[src/rtl/refcyc_pkg.sv]
// Package: shared index encoding, event codes and register types for
// the unhalted reference-cycle counter block.
package refcyc_pkg;

    localparam int IDX_W       = 32;
    localparam int SYS_BIT     = 31;
    localparam int FIXED_BIT   = 30;
    localparam int PLAT_LSB    = 8;

    localparam logic [7:0] SLOT_TSC       = 8'd0;
    localparam logic [7:0] SLOT_PLATFORM  = 8'd1;
    localparam logic [7:0] SLOT_FIXCTL    = 8'd2;
    localparam logic [7:0] SLOT_EVSEL0    = 8'd4;
    localparam logic [7:0] FIXED_REF_SLOT = 8'd2;

    localparam logic [7:0] EV_REFCLK_CODE  = 8'h3C;
    localparam logic [7:0] EV_REFCLK_UMASK = 8'h01;

    typedef enum logic [1:0] {
        SP_PROG  = 2'd0,
        SP_FIXED = 2'd1,
        SP_SYS   = 2'd2
    } space_e;

    typedef struct packed {
        space_e     space;
        logic [7:0] slot;
    } reg_sel_t;

    typedef struct packed {
        logic       enable;
        logic [7:0] umask;
        logic [7:0] code;
    } evsel_t;

    localparam int EVSEL_W = $bits(evsel_t);

    // Split an access index into its address space and slot number.
    function automatic reg_sel_t decode_index(input logic [IDX_W-1:0] idx);
        reg_sel_t s;
        s.slot = idx[7:0];
        if (idx[SYS_BIT])        s.space = SP_SYS;
        else if (idx[FIXED_BIT]) s.space = SP_FIXED;
        else                     s.space = SP_PROG;
        return s;
    endfunction

endpackage

[src/rtl/refcyc_counter.sv]
// Module: refcyc_counter
// A wrapping counter that adds a step when told to and loads a preload
// value on a software write.
// Assumes: load and inc are single-cycle qualifiers, and load has
// priority over inc.
module refcyc_counter #(
    parameter int CNT_W  = 48,
    parameter int STEP_W = 8
) (
    input  logic              clk,
    input  logic              rst_n,
    input  logic              load,
    input  logic [CNT_W-1:0]  load_val,
    input  logic              inc,
    input  logic [STEP_W-1:0] step,
    output logic [CNT_W-1:0]  count
);

    // Count register: load wins, otherwise add step modulo 2^CNT_W.
    always_ff @(posedge clk) begin
        if (!rst_n) begin
            count <= '0;
        end else if (load) begin
            count <= load_val;
        end else if (inc) begin
            count <= count + CNT_W'(step);
        end
    end

endmodule

[src/rtl/refcyc_evsel.sv]
// Module: refcyc_evsel
// Event-select register for one programmable counter, plus the match
// against the unhalted reference-clock event.
// Assumes: only the enable, unit-mask and code fields are stored, and
// unused write bits are dropped.
module refcyc_evsel
    import refcyc_pkg::*;
(
    input  logic               clk,
    input  logic               rst_n,
    input  logic               wr,
    input  logic [EVSEL_W-1:0] wr_data,
    output evsel_t             evsel_q,
    output logic               match
);

    // Select register: cleared at reset, replaced on a write.
    always_ff @(posedge clk) begin
        if (!rst_n) begin
            evsel_q <= '0;
        end else if (wr) begin
            evsel_q <= evsel_t'(wr_data);
        end
    end

    // Counting permitted only for the supported code and unit mask.
    always_comb begin
        match = evsel_q.enable
             && (evsel_q.code  == EV_REFCLK_CODE)
             && (evsel_q.umask == EV_REFCLK_UMASK);
    end

endmodule

[src/rtl/refcyc_readmux.sv]
// Module: refcyc_readmux
// Decodes the read index, selects one register and captures it on the
// clock edge that sees rd_en.
// Assumes: its inputs are register outputs, so the captured value is
// the one from before that edge's updates.
module refcyc_readmux
    import refcyc_pkg::*;
#(
    parameter int CNT_W    = 48,
    parameter int DATA_W   = 64,
    parameter int RATIO_W  = 8,
    parameter int NUM_PROG = 2
) (
    input  logic                           clk,
    input  logic                           rst_n,
    input  logic                           rd_en,
    input  logic [IDX_W-1:0]               rd_index,
    input  logic [CNT_W-1:0]               tsc,
    input  logic [CNT_W-1:0]               fix,
    input  logic [NUM_PROG-1:0][CNT_W-1:0] prog,
    input  evsel_t [NUM_PROG-1:0]          evsel,
    input  logic                           fix_en,
    input  logic [RATIO_W-1:0]             ratio,
    output logic                           rd_valid,
    output logic [DATA_W-1:0]              rd_data
);

    reg_sel_t          rsel;
    logic [DATA_W-1:0] rd_val;

    // Read selection: pick the addressed register, or zero if none.
    always_comb begin
        rsel   = decode_index(rd_index);
        rd_val = '0;
        case (rsel.space)
            SP_SYS: begin
                if (rsel.slot == SLOT_TSC) begin
                    rd_val = DATA_W'(tsc);
                end else if (rsel.slot == SLOT_PLATFORM) begin
                    rd_val = DATA_W'(ratio) << PLAT_LSB;
                end else if (rsel.slot == SLOT_FIXCTL) begin
                    rd_val = DATA_W'(fix_en);
                end else begin
                    for (int k = 0; k < NUM_PROG; k++) begin
                        if (rsel.slot == SLOT_EVSEL0 + 8'(k)) begin
                            rd_val = DATA_W'(evsel[k]);
                        end
                    end
                end
            end
            SP_FIXED: begin
                if (rsel.slot == FIXED_REF_SLOT) begin
                    rd_val = DATA_W'(fix);
                end
            end
            default: begin
                for (int k = 0; k < NUM_PROG; k++) begin
                    if (rsel.slot == 8'(k)) begin
                        rd_val = DATA_W'(prog[k]);
                    end
                end
            end
        endcase
    end

    // Read capture: one-cycle valid pulse with the selected value.
    always_ff @(posedge clk) begin
        if (!rst_n) begin
            rd_valid <= 1'b0;
            rd_data  <= '0;
        end else begin
            rd_valid <= rd_en;
            if (rd_en) begin
                rd_data <= rd_val;
            end
        end
    end

endmodule

[src/rtl/refcyc_pmu.sv]
// Module: refcyc_pmu (top)
// Holds a timestamp counter, a fixed unhalted reference counter that
// counts by the nominal ratio, and NUM_PROG programmable counters that
// count the unhalted reference event once per tick. All are reached
// through one index space for writes and registered reads.
// Assumes: ref_tick is a one-cycle strobe synchronous to clk, and
// nominal_ratio is a static strap.
module refcyc_pmu
    import refcyc_pkg::*;
#(
    parameter int CNT_W    = 48,
    parameter int DATA_W   = 64,
    parameter int RATIO_W  = 8,
    parameter int NUM_PROG = 2
) (
    input  logic               clk,
    input  logic               rst_n,
    input  logic               ref_tick,
    input  logic               core_halted,
    input  logic [RATIO_W-1:0] nominal_ratio,
    input  logic               wr_en,
    input  logic [IDX_W-1:0]   wr_index,
    input  logic [DATA_W-1:0]  wr_data,
    input  logic               rd_en,
    input  logic [IDX_W-1:0]   rd_index,
    output logic               rd_valid,
    output logic [DATA_W-1:0]  rd_data
);

    localparam int PROG_STEP_W = 1;

    reg_sel_t                     wsel;
    logic                         tsc_load;
    logic                         fix_load;
    logic                         fixctl_wr;
    logic                         fix_en;
    logic                         unhalted_tick;
    logic [CNT_W-1:0]             tsc_q;
    logic [CNT_W-1:0]             fix_q;
    logic [NUM_PROG-1:0][CNT_W-1:0] prog_q;
    logic [NUM_PROG-1:0]          prog_load;
    logic [NUM_PROG-1:0]          evsel_wr;
    logic [NUM_PROG-1:0]          prog_match;
    evsel_t [NUM_PROG-1:0]        evsel_q;

    // Write decode: turn the write index into per-register strobes.
    always_comb begin
        wsel      = decode_index(wr_index);
        tsc_load  = wr_en && (wsel.space == SP_SYS)   && (wsel.slot == SLOT_TSC);
        fixctl_wr = wr_en && (wsel.space == SP_SYS)   && (wsel.slot == SLOT_FIXCTL);
        fix_load  = wr_en && (wsel.space == SP_FIXED) && (wsel.slot == FIXED_REF_SLOT);
        for (int k = 0; k < NUM_PROG; k++) begin
            prog_load[k] = wr_en && (wsel.space == SP_PROG) && (wsel.slot == 8'(k));
            evsel_wr[k]  = wr_en && (wsel.space == SP_SYS)
                        && (wsel.slot == SLOT_EVSEL0 + 8'(k));
        end
    end

    // Halt gate: a tick that the unhalted counters may see.
    always_comb begin
        unhalted_tick = ref_tick && !core_halted;
    end

    // Fixed control register: bit 0 enables the fixed counter.
    always_ff @(posedge clk) begin
        if (!rst_n) begin
            fix_en <= 1'b0;
        end else if (fixctl_wr) begin
            fix_en <= wr_data[0];
        end
    end

    refcyc_counter #(.CNT_W(CNT_W), .STEP_W(RATIO_W)) tsc_cnt_i (
        .clk      (clk),
        .rst_n    (rst_n),
        .load     (tsc_load),
        .load_val (wr_data[CNT_W-1:0]),
        .inc      (ref_tick),
        .step     (nominal_ratio),
        .count    (tsc_q)
    );

    refcyc_counter #(.CNT_W(CNT_W), .STEP_W(RATIO_W)) fix_cnt_i (
        .clk      (clk),
        .rst_n    (rst_n),
        .load     (fix_load),
        .load_val (wr_data[CNT_W-1:0]),
        .inc      (unhalted_tick && fix_en),
        .step     (nominal_ratio),
        .count    (fix_q)
    );

    for (genvar g = 0; g < NUM_PROG; g++) begin : g_prog
        refcyc_evsel evsel_i (
            .clk     (clk),
            .rst_n   (rst_n),
            .wr      (evsel_wr[g]),
            .wr_data (wr_data[EVSEL_W-1:0]),
            .evsel_q (evsel_q[g]),
            .match   (prog_match[g])
        );

        refcyc_counter #(.CNT_W(CNT_W), .STEP_W(PROG_STEP_W)) cnt_i (
            .clk      (clk),
            .rst_n    (rst_n),
            .load     (prog_load[g]),
            .load_val (wr_data[CNT_W-1:0]),
            .inc      (unhalted_tick && prog_match[g]),
            .step     (1'b1),
            .count    (prog_q[g])
        );
    end

    refcyc_readmux #(
        .CNT_W    (CNT_W),
        .DATA_W   (DATA_W),
        .RATIO_W  (RATIO_W),
        .NUM_PROG (NUM_PROG)
    ) readmux_i (
        .clk      (clk),
        .rst_n    (rst_n),
        .rd_en    (rd_en),
        .rd_index (rd_index),
        .tsc      (tsc_q),
        .fix      (fix_q),
        .prog     (prog_q),
        .evsel    (evsel_q),
        .fix_en   (fix_en),
        .ratio    (nominal_ratio),
        .rd_valid (rd_valid),
        .rd_data  (rd_data)
    );

endmodule

[config.mk]
export PLATFORM = sky130hd
export DESIGN_NAME = refcyc_pmu
export DESIGN_NICKNAME = d
export VERILOG_FILES = /design/src/rtl/refcyc_pkg.sv /design/src/rtl/refcyc_counter.sv /design/src/rtl/refcyc_evsel.sv /design/src/rtl/refcyc_readmux.sv /design/src/rtl/refcyc_pmu.sv
export SDC_FILE = /design/constraint.sdc
export NUM_CORES = 1
export LEC_CHECK = 0
export BUFFER_PORTS_ARGS = -buffer_cell sky130_fd_sc_hd__buf_2
export CELL_PAD_IN_SITES_DETAIL_PLACEMENT = 1
export CELL_PAD_IN_SITES_GLOBAL_PLACEMENT = 1
export CORE_MARGIN = 2
export CORE_UTILIZATION = 46
export CTS_BUF_LIST = sky130_fd_sc_hd__clkbuf_8
export DETAILED_ROUTE_END_ITERATION = 16
export PLACE_DENSITY_LB_ADDON = 0.1
export SETUP_SLACK_MARGIN = 0.5
export SKIP_LAST_GASP = 1
export SYNTH_ARGS = -nofsm -noshare
export SYNTH_HDL_FRONTEND = slang
export SYNTH_HIERARCHICAL = 1
export SYNTH_SLANG_ARGS = --single-unit
[constraint.sdc]
create_clock -name clk -period 3.9 [get_ports clk]
set_clock_uncertainty 0.1 [all_clocks]
set_input_delay 0.585 -clock clk [delete_from_list [all_inputs] [get_ports clk]]
set_output_delay 0.585 -clock clk [all_outputs]
set_load 0.03 [all_outputs]
## Yosys cells after proc, flatten, opt, wreduce, memory -nomap -nowiden

Cells that the tools add are included.

| operators by class | value |
|---|---|
| reductions and logical operators | 26 |
| add/subtract/negate cells | 4 |
| equal/unequal tests | 16 |
| multiplexer cells | 21 |

Operator list:

| cell | number |
|---|---|
| $mux W48 | 11 |
| $mux W64 | 3 |
| $pmux W64 S2 | 1 |
| $add A48 B1 Y48 const B | 2 |
| $add A48 B8 Y48 | 2 |
| $mux W17 | 2 |
| $eq A8 B1 Y1 const B | 4 |
| $eq A8 B3 Y1 const B | 4 |
| $logic_and A1 B1 Y1 | 18 |
| $eq A8 B2 Y1 const B | 2 |
| $eq A8 B6 Y1 const B | 2 |
| $logic_not A8 Y1 | 2 |
| $reduce_bool A2 Y1 | 4 |
| $eq A2 B1 Y1 const B | 2 |
| $eq A2 B2 Y1 const B | 2 |
| $mux W2 | 2 |
| $logic_not A2 Y1 | 1 |
| $mux W1 | 2 |
| $logic_not A1 Y1 | 1 |

| word-level totals | value |
|---|---|
| input port bits | 142 |
| logic and storage cells | 80 |
| output and inout port bits | 65 |
| register bits | 292 |

## Depth between registers and ports, before layout

Gate-level depths: netlist of run 1.

| logic depth | value |
|---|---|
| depth after elaboration | 7 |
| depth in mapped cells | 10 |
| gate-level depth less buffers | 9 |

## Cells and area by module

The synthesis of run 1 kept the hierarchy.

By module, submodules not included:

| module | seq. area each (sq um) | instances | cells each | area each (sq um) |
|---|---|---|---|---|
| refcyc_counter at g_prog[0].cnt_i ... | 960.9 | 2 | 363 | 2882.8 |
| refcyc_readmux | 980.9 | 1 | 440 | 3642.2 |
| refcyc_counter at fix_cnt_i | 960.9 | 1 | 388 | 3118.0 |
| refcyc_counter at tsc_cnt_i | 960.9 | 1 | 364 | 2996.6 |
| refcyc_evsel | 340.3 | 2 | 60 | 700.7 |
| refcyc_pmu | 20.0 | 1 | 27 | 182.7 |

## Least setup slack after synthesis of run 1

No wires, ideal clock.

| timing | value |
|---|---|
| kind | reg2reg |
| start | register, netlist name g_prog[1].evsel_i/evsel_q[13] |
| end | register g_prog[1].cnt_i.count[43] |
| path buffers | 1 |
| period minus slack after synthesis | 2.864 ns |
| arrival | 2.640 ns |
| setup time | 0.123 ns |
| cell stages (with the launch flop) | 11 |
| setup slack | 1.036 ns |
| required time | 3.677 ns |
| path through | dfxtp_1 nor4_2 nand4_1 nor4b_2 and2_1 nand4_1 or4_1 clkbuf_1 or4_1 nor3b_1 a211oi_1 |

| on the way | value |
|---|---|
| longest elaborated chain between the ends | 4 |

Ends and longest elaborated chain:

| what | RTL line | RTL |
|---|---|---|
| $eq A8 B1 Y1 | refcyc_evsel.sv:30 | `&& (evsel_q.umask == EV_REFCLK_UMASK);` |
| $logic_and A1 B1 Y1 | refcyc_evsel.sv:30 |  |
| net prog_match[1] | refcyc_pmu.sv:43 | `logic [NUM_PROG-1:0] prog_match;` |
| $logic_and A1 B1 Y1 | refcyc_pmu.sv:108 | `.inc (unhalted_tick && prog_match[g]),` |
| $reduce_bool A2 Y1 (no source line) | -- |  |
| to (signal assigned) | refcyc_counter.sv:24 | `count <= load_val;` |
| to (signal assigned) | refcyc_counter.sv:26 | `count <= count + CNT_W'(step);` |
| to (decl) | refcyc_counter.sv:16 | `output logic [CNT_W-1:0] count` |

The timed path passes the listed nets, and every way through them passes these cells.
A chain may end at the register's enable or synchronous reset.

## Final worst setup path of run 1

| timing | value |
|---|---|
| start | register, netlist name g_prog[1].evsel_i/evsel_q[7] |
| end | register g_prog[1].cnt_i.count[38] |

| on the way | value |
|---|---|
| longest elaborated chain between the ends | 5 |

Ends and longest elaborated chain:

| what | RTL line | RTL |
|---|---|---|
| $eq A8 B6 Y1 | refcyc_evsel.sv:29 | `&& (evsel_q.code == EV_REFCLK_CODE)` |
| $logic_and A1 B1 Y1 | refcyc_evsel.sv:29 |  |
| $logic_and A1 B1 Y1 | refcyc_evsel.sv:30 |  |
| net prog_match[1] | refcyc_pmu.sv:43 |  |
| $logic_and A1 B1 Y1 | refcyc_pmu.sv:108 |  |
| $reduce_bool A2 Y1 (no source line) | -- |  |

The timed path passes the listed nets, and every way through them passes these cells.

==> impl_metrics.tcl, run 1 <==
set metrics [dict create \
    status "finished, final reports clean" \
    max_freq_mhz 308 \
    fp.dieH_um 197 \
    ios 207 \
    setup_tns_ns 0 \
    vias 17300 \
    yosys.area.top_type "dfxtp_1" \
    die-width_um 197 \
    avgRoutedWirePerCell_um 24.9 \
    worst-path-max-fanout 11 \
    route.detailed.drc 0 \
    synth_simple_gate_area_share_pct 22.8 \
    hpwlAfterDp_um 48500 \
    p_total_w 0.00646 \
    rsz0062_at_grt "no" \
    grt_max_degree 96 \
    dieArea_mm2 0.0387 \
    cp_slowest_stage_delay_ns 0.38 \
    syn_to_final_growth_pct 11.5 \
    root_buffer "clkbuf_8" \
    synth-async-reset-ratio_pct 0 \
    insertion_delay_ns 0.64 \
    finalMaxSlewViolations 0 \
    clock_path_buffers 3 \
    period_share_pct 83.3 \
    routed_wl_um 66000 \
    grt_pass1_vias 16600 \
    relSlewSlack_pct 35.9 \
    grt_antenna_before_repair 2 \
    place_ws_ns 0.552 \
    crit_type "reg2reg" \
    tightest_slew_ns 0.954 \
    synth_top_family_by_area "compound AO/OA/AOI/OAI gates" \
    portBuffers 130 \
    hold_viol_final 0 \
    drive_gt1_share_pct 14.9 \
    synth_cells 2065 \
    drt_iter0_drc 1455 \
    synth.avg_cell_area_um2 8.28 \
    post_cts_buffers 0 \
    vias_per_cell 6.53 \
    mappedNetlistArea_mm2 0.0171 \
    cts_tree "yes" \
    min_path_cells 3 \
    synth_top_cell_area_share_pct 32.3 \
    cp.required_ns 4.32 \
    synth_seq_cells 276 \
    synth_compound_area_share_pct 24.1 \
    critical_path_buf_inv_count 2 \
    crit_family "simple AND/OR/NAND/NOR gates" \
    hold_start "wr_index[1]" \
    power.density_mw_per_mm2 339 \
    grt_pass1_wl_um 100000 \
    timing.rr.start "g_prog[1].evsel_i/evsel_q[7]" \
    ys_seq_area_share_pct 32.3 \
    gp_congestion 0.919 \
    setup_violations 0 \
    ant_nets 0 \
    slowest_stage "nor4b_2" \
    muxShareOfSynthArea_pct 7.12 \
    core_mm2 0.0366 \
    yosysWarnings 6 \
    synthFlopType "dfxtp_1" \
    synth-edff-count 0 \
    cts.sinks 276 \
    numCtsBuffers 51 \
    synthAdderAreaFrac_pct 1.70 \
    cap_violations 0 \
    p_leak_nw 6.59 \
    synth.area.top_cells "dfxtp_1 32%, mux2i_1 6.8%, o21ai_0 6.2%" \
    yosysUniqueCellTypes 92 \
    clk_pin_slew_ns 0.06 \
    initial_core_util_pct 46.7 \
    r2r_slack_ns 0.65 \
    max-vdd-ir-drop_uv 207 \
    r2r-end "g_prog[1].cnt_i/count[38]" \
    whs_endpoint "fix_en" \
    num_antenna_cells 0 \
    htree_levels 2 \
    startpoint_type "flip-flop" \
    synth_xor_area_share_pct 6.30 \
    fin_ws_ns 0.651 \
    num_rows 70 \
    gr-total-overflow 0 \
    grt.total_usage_pct 33.7 \
    path_cells "nor4b_2, nand4_1, nor4b_2, and2_1, buf_4, nand2_1, nor2_1, buf_4, nand4_1, o31a_1, o311a_1" \
    first_pass_iters 5 \
    crit_path_end_kind "flip-flop" \
    worstRegToRegCells 11 \
    crit_arrival_ns 3.67 \
    final_nets 2311 \
    min_path_type "in2reg" \
    period_needed_ns 3.25 \
]
## routing by layer
layer / wire length, µm / up-vias / global-route usage [%]
li1: - / 7920 / -
met1: 30800 / 8594 / 50.4
met2: 27900 / 698 / 49.9
met3: 5400 / 105 / 4.45
met4: 1850 / 0 / 10.7
met5: 0 / - / 0
## cell usage in the layout (no fill, tap or decap), types with 12 or more instances in the layout
master and instances:
a211oi_1 26, a21oi_1 173, a22oi_1 35, a31oi_1 43, and2_1 17, and3_1 24, and4_1 27, buf_2 128
buf_4 45, clkbuf_8 64, conb_1 18, dfxtp_1 276, ha_1 20, inv_1 45, mux2i_1 116, nand2_1 94
nand3_1 72, nand4_1 70, nor2_1 96, nor2b_1 41, nor3_1 41, nor3b_1 23, nor4_1 38, o21ai_0 211
o22ai_1 12, o2bb2ai_1 44, o31ai_1 14, or3_1 25, or4_1 24, xnor2_1 86, xor2_1 37
## synthesized netlist by cell type (all sizes together), types with 29 or more instances
library cell / number
dfxtp: 276
o21ai: 220
a21oi: 174
mux2i: 116
clkbuf: 100
nor2: 99
nand2: 94
xnor2: 86
nand4: 78
nand3: 73
buf: 61
nor4: 47
nor3: 45
o2bb2ai: 44
a31oi: 43
nor2b: 41
xor2: 37
inv: 36
a22oi: 35
or3: 30
and4: 29
## cell families after synthesis
logic type               count (synthesis)
AO/OA/AOI/OAI                          661
XOR/XNOR                               123
adder cells (fa/ha/maj)                 22
buffers and inverters                  201
flip-flops                             276
multiplexers                           121
other                                    2
AND/OR/NAND/NOR                        659
## worst max path at each step
stage                                   from                        end  slack [ns]  cells after the start
2_1_floorplan  g_prog[1].evsel_i/evsel_q[13]  g_prog[1].cnt_i/count[43]        1.04                     10
3_3_place_gp                     core_halted  g_prog[0].cnt_i/count[43]        0.54                      8
3_5_place_dp                     core_halted  g_prog[0].cnt_i/count[43]        0.55                      8
4_1_cts         g_prog[0].evsel_i/evsel_q[7]  g_prog[0].cnt_i/count[43]        0.61                      9
5_1_grt         g_prog[1].evsel_i/evsel_q[7]  g_prog[1].cnt_i/count[38]        0.50                     11
6_report        g_prog[1].evsel_i/evsel_q[7]  g_prog[1].cnt_i/count[38]        0.65                     11
## sequential cells by signal, summed over array words and instances (netlist names)
signal	flops
readmux_i/rd_valid	1
fix_cnt_i/count	48
g_prog.cnt_i/count	96
tsc_cnt_i/count	48
fix_en	1
readmux_i/rd_data	48
g_prog.evsel_i/evsel_q	34
## power breakdown
| part | internal [W] | leakage, nW | switching [W] |
|---|---|---|---|
| Combinational | 0.000181 | 3.76 | 0.000450 |
| Clock | 0.00161 | 0.600 | 0.00134 |
| Sequential | 0.00286 | 2.23 | 0.0000264 |
## through the flow
step	util (%)	instance area, µm²	instances	hold slack (ns)
after CTS	52.1	19100	2653	0.147
after floorplan	-	17200	2081	0.346
after global placement	49.2	18000	2562	0.368
final	52.1	19100	2653	0.193
after detailed placement	49.2	18000	2562	0.377
after global routing	52.1	19100	2653	0.199
## layout make-up
cell class | instances | area [µm²]
clock inverter | 27 | 180
timing repair buffer | 175 | 1010
multi-input combinational | 1604 | 10700
tap | 468 | 586
inverter | 39 | 146
fill | 4424 | 17500
clock buffer | 64 | 881
sequential | 276 | 5530
## worst reg2reg max path: stages, from the launching register on
cell and delay [ns]:
dfxtp_1 0.34, nor4b_2 0.38, nand4_1 0.18, nor4b_2 0.23, and2_1 0.19, buf_4 0.22
nand2_1 0.15, nor2_1 0.16, buf_4 0.19, nand4_1 0.30, o31a_1 0.38, o311a_1 0.32
## timing repair
item                                    4_1_cts  5_1_grt
hold buffers                                  0        0
endpoints found under the setup margin        0        4
endpoints found under the hold margin         0        0
gates resized for setup                       0        2
Note: power is estimated with default switching activity, not from simulation.
==> run 2: changes to the inputs <==
- CORE_UTILIZATION: 46 -> 41
- clock period: 3.9 -> 2.7 ns (I/O delays scaled with it)
==> impl_metrics.tcl, run 2 (synthesis gave the netlist of run 1 again) <==
set metrics [dict create \
    core_mm2 0.0410 \
    seq_area_mm2 0.00559 \
    dp.cells 2729 \
    initial_core_util_pct 41.7 \
    gp_congestion 0.941 \
    portBuffers 130 \
    gr-total-overflow 0 \
    hold_viol_final 0 \
    instances_no_fill 2967 \
    power_frac_clock_pct 45.2 \
    crit_arrival_ns 3.22 \
    die-width_um 208 \
    nFillCells 4645 \
    power.density_mw_per_mm2 417 \
    hpwlAfterDp_um 52400 \
    ios 207 \
    r2r_slack_ns -0.09 \
    crit_type "reg2reg" \
    grt_pass1_wl_um 115000 \
    postPlaceCellArea_mm2 0.0193 \
    design_area_mm2 0.0237 \
    root_buffer "clkbuf_8" \
    max-vdd-ir-drop_uv 306 \
    timing.rr.start "g_prog[0].evsel_i/evsel_q[10]" \
    vias_per_cell 6.34 \
    period_needed_ns 2.79 \
    vias 18800 \
    dieArea_mm2 0.0434 \
    rsz0062_at_grt "yes" \
    num_rows 74 \
    routed_wl_um 79200 \
    p_sw_share_pct 29.2 \
    htree_levels 2 \
    largest-register "g_prog.cnt_i/count" \
    cts_tree "yes" \
    final_common_cell "dfxtp_1" \
    syn_to_final_growth_pct 38.6 \
    crit_family "simple AND/OR/NAND/NOR gates" \
    period_share_pct 103 \
    p_total_w 0.00988 \
    r2r-end "g_prog[0].cnt_i/count[43]" \
    tightest_slew_ns 0.665 \
    drt_iter0_drc 1784 \
    fp.dieH_um 208 \
    fin_ws_ns -0.0900 \
    route.detailed.drc 0 \
    whs_endpoint "g_prog[0].cnt_i/count[9]" \
    worstRegToRegCells 9 \
    cap_violations 0 \
    p_switching_w 0.00288 \
    path_cells "nor4_4, nand4_1, nor4b_2, and2_4, nand4_1, or4_4, or4_4, nor3b_2, a211oi_1" \
    drive_gt1_share_pct 32.4 \
    grt.total_usage_pct 34.5 \
    place_ws_ns -0.202 \
    p_leak_nw 9.07 \
    numCtsBuffers 52 \
    clock_path_buffers 3 \
    intPower_w 0.00700 \
    insertion_delay_ns 0.65 \
    final_cell_mix "242 x dfxtp_1, 194 x o21ai_0, 170 x buf_4, 162 x a21oi_1, 128 x buf_2" \
    multi_input_area_mm2 0.0126 \
    largest_reg_flops 96 \
    cts.sinks 276 \
    critical_path_buf_inv_count 0 \
    min_path_type "in2reg" \
    grt_antenna_before_repair 7 \
    power_frac_seq_pct 42.1 \
    min_path_cells 3 \
    first_pass_iters 7 \
    final_nets 2554 \
    hold_start "wr_data[9]" \
    startpoint_type "flip-flop" \
    max_freq_mhz 358 \
    relSlewSlack_pct 55.6 \
    worst-path-max-fanout 3 \
    grt_max_degree 78 \
    setup_violations 10 \
    holdWs_ns 0.0457 \
    status "complete, but fails checks" \
    slowest_stage "or4_4" \
    crit_path_end_kind "flip-flop" \
    cp.required_ns 3.13 \
    clk_pin_slew_ns 0.06 \
    finalMaxSlewViolations 0 \
    grt_pass1_vias 18300 \
    p_comb_share_pct 12.7 \
    violations "setup timing" \
    avgRoutedWirePerCell_um 26.7 \
    ant_nets 0 \
    cp_slowest_stage_delay_ns 0.49 \
]
run 2: cell count changes in the layout (fill, tap and decap cells not counted), sizes merged, moves of 3 or more:
cell / previous run / this run
clkbuf: 64 / 71
clkinv: 14 / 11
diode: 0 / 3
dlygate4sd3: 0 / 15
buf: 175 / 401
run 2: power by group through the flow:
stage,clock [W],sequential (W),combinational [W]
after floorplan,0,0.00432,0.000503
after global placement,0,0.00425,0.000958
after detailed placement,0,0.00426,0.000974
after CTS,0.00453,0.00417,0.00116
after global routing,0.00472,0.00417,0.00132
final,0.00446,0.00416,0.00125
run 2: what timing repair did:
action,in CTS,in global routing
endpoints found under the setup margin,154,171
pin swaps,198,142
hold buffers,15,0
cloned,5,0
resized for setup,272,135
buffers inserted,82,37
hold endpoints to repair,18,0
run 2: worst max-delay path by stage:
stage / startpoint / end / cells past startpoint / slack [ns]
after detailed placement: g_prog[0].evsel_i/evsel_q[13] / g_prog[0].cnt_i/count[47] / 9 / -0.20
after floorplan: g_prog[1].evsel_i/evsel_q[11] / g_prog[1].cnt_i/count[43] / 10 / 0.06
after global placement: g_prog[0].evsel_i/evsel_q[13] / g_prog[0].cnt_i/count[47] / 9 / -0.17
final: g_prog[0].evsel_i/evsel_q[10] / g_prog[0].cnt_i/count[43] / 9 / -0.09
after CTS: g_prog[0].evsel_i/evsel_q[10] / g_prog[0].cnt_i/count[43] / 9 / -0.05
after global routing: g_prog[0].evsel_i/evsel_q[10] / g_prog[0].cnt_i/count[43] / 9 / -0.19
run 2: layer usage:
metal | global-route usage (%) | part of all wire [%] | vias to the layer above
li1 | - | - | 8428
met3 | 5.37 | 8.8 | 162
met1 | 49.5 | 44 | 9381
met4 | 12.6 | 3.3 | 4
met2 | 52.2 | 44 | 841
met5 | 0 | 0.029 | -
run 2: area by class of cell:
| cell class | instances | area share [%] |
|---|---|---|
| diodes | 3 | 0.0317 |
| clock buffers | 71 | 4.12 |
| repair buffers | 416 | 14.9 |
| well taps | 532 | 2.81 |
| clock inverters | 25 | 0.581 |
| inverters | 39 | 0.618 |
| flip-flops and latches | 276 | 23.6 |
| multi-input cells | 1605 | 53.3 |
run 2: worst register-to-register path: stages (launching register included):
cell	delay [ns]
dfxtp_2	0.34
nor4_4	0.28
nand4_1	0.17
nor4b_2	0.27
and2_4	0.22
nand4_1	0.13
or4_4	0.49
or4_4	0.45
nor3b_2	0.18
a211oi_1	0.06
run 2: stage by stage:
step | TNS [ns] | util [%]
2_1_floorplan | 0 | -
3_3_place_gp | -1.43 | 47.1
3_5_place_dp | -2.58 | 47.1
4_1_cts | -0.167 | 55.5
5_1_grt | -3.29 | 57.8
6_report | -0.478 | 57.8
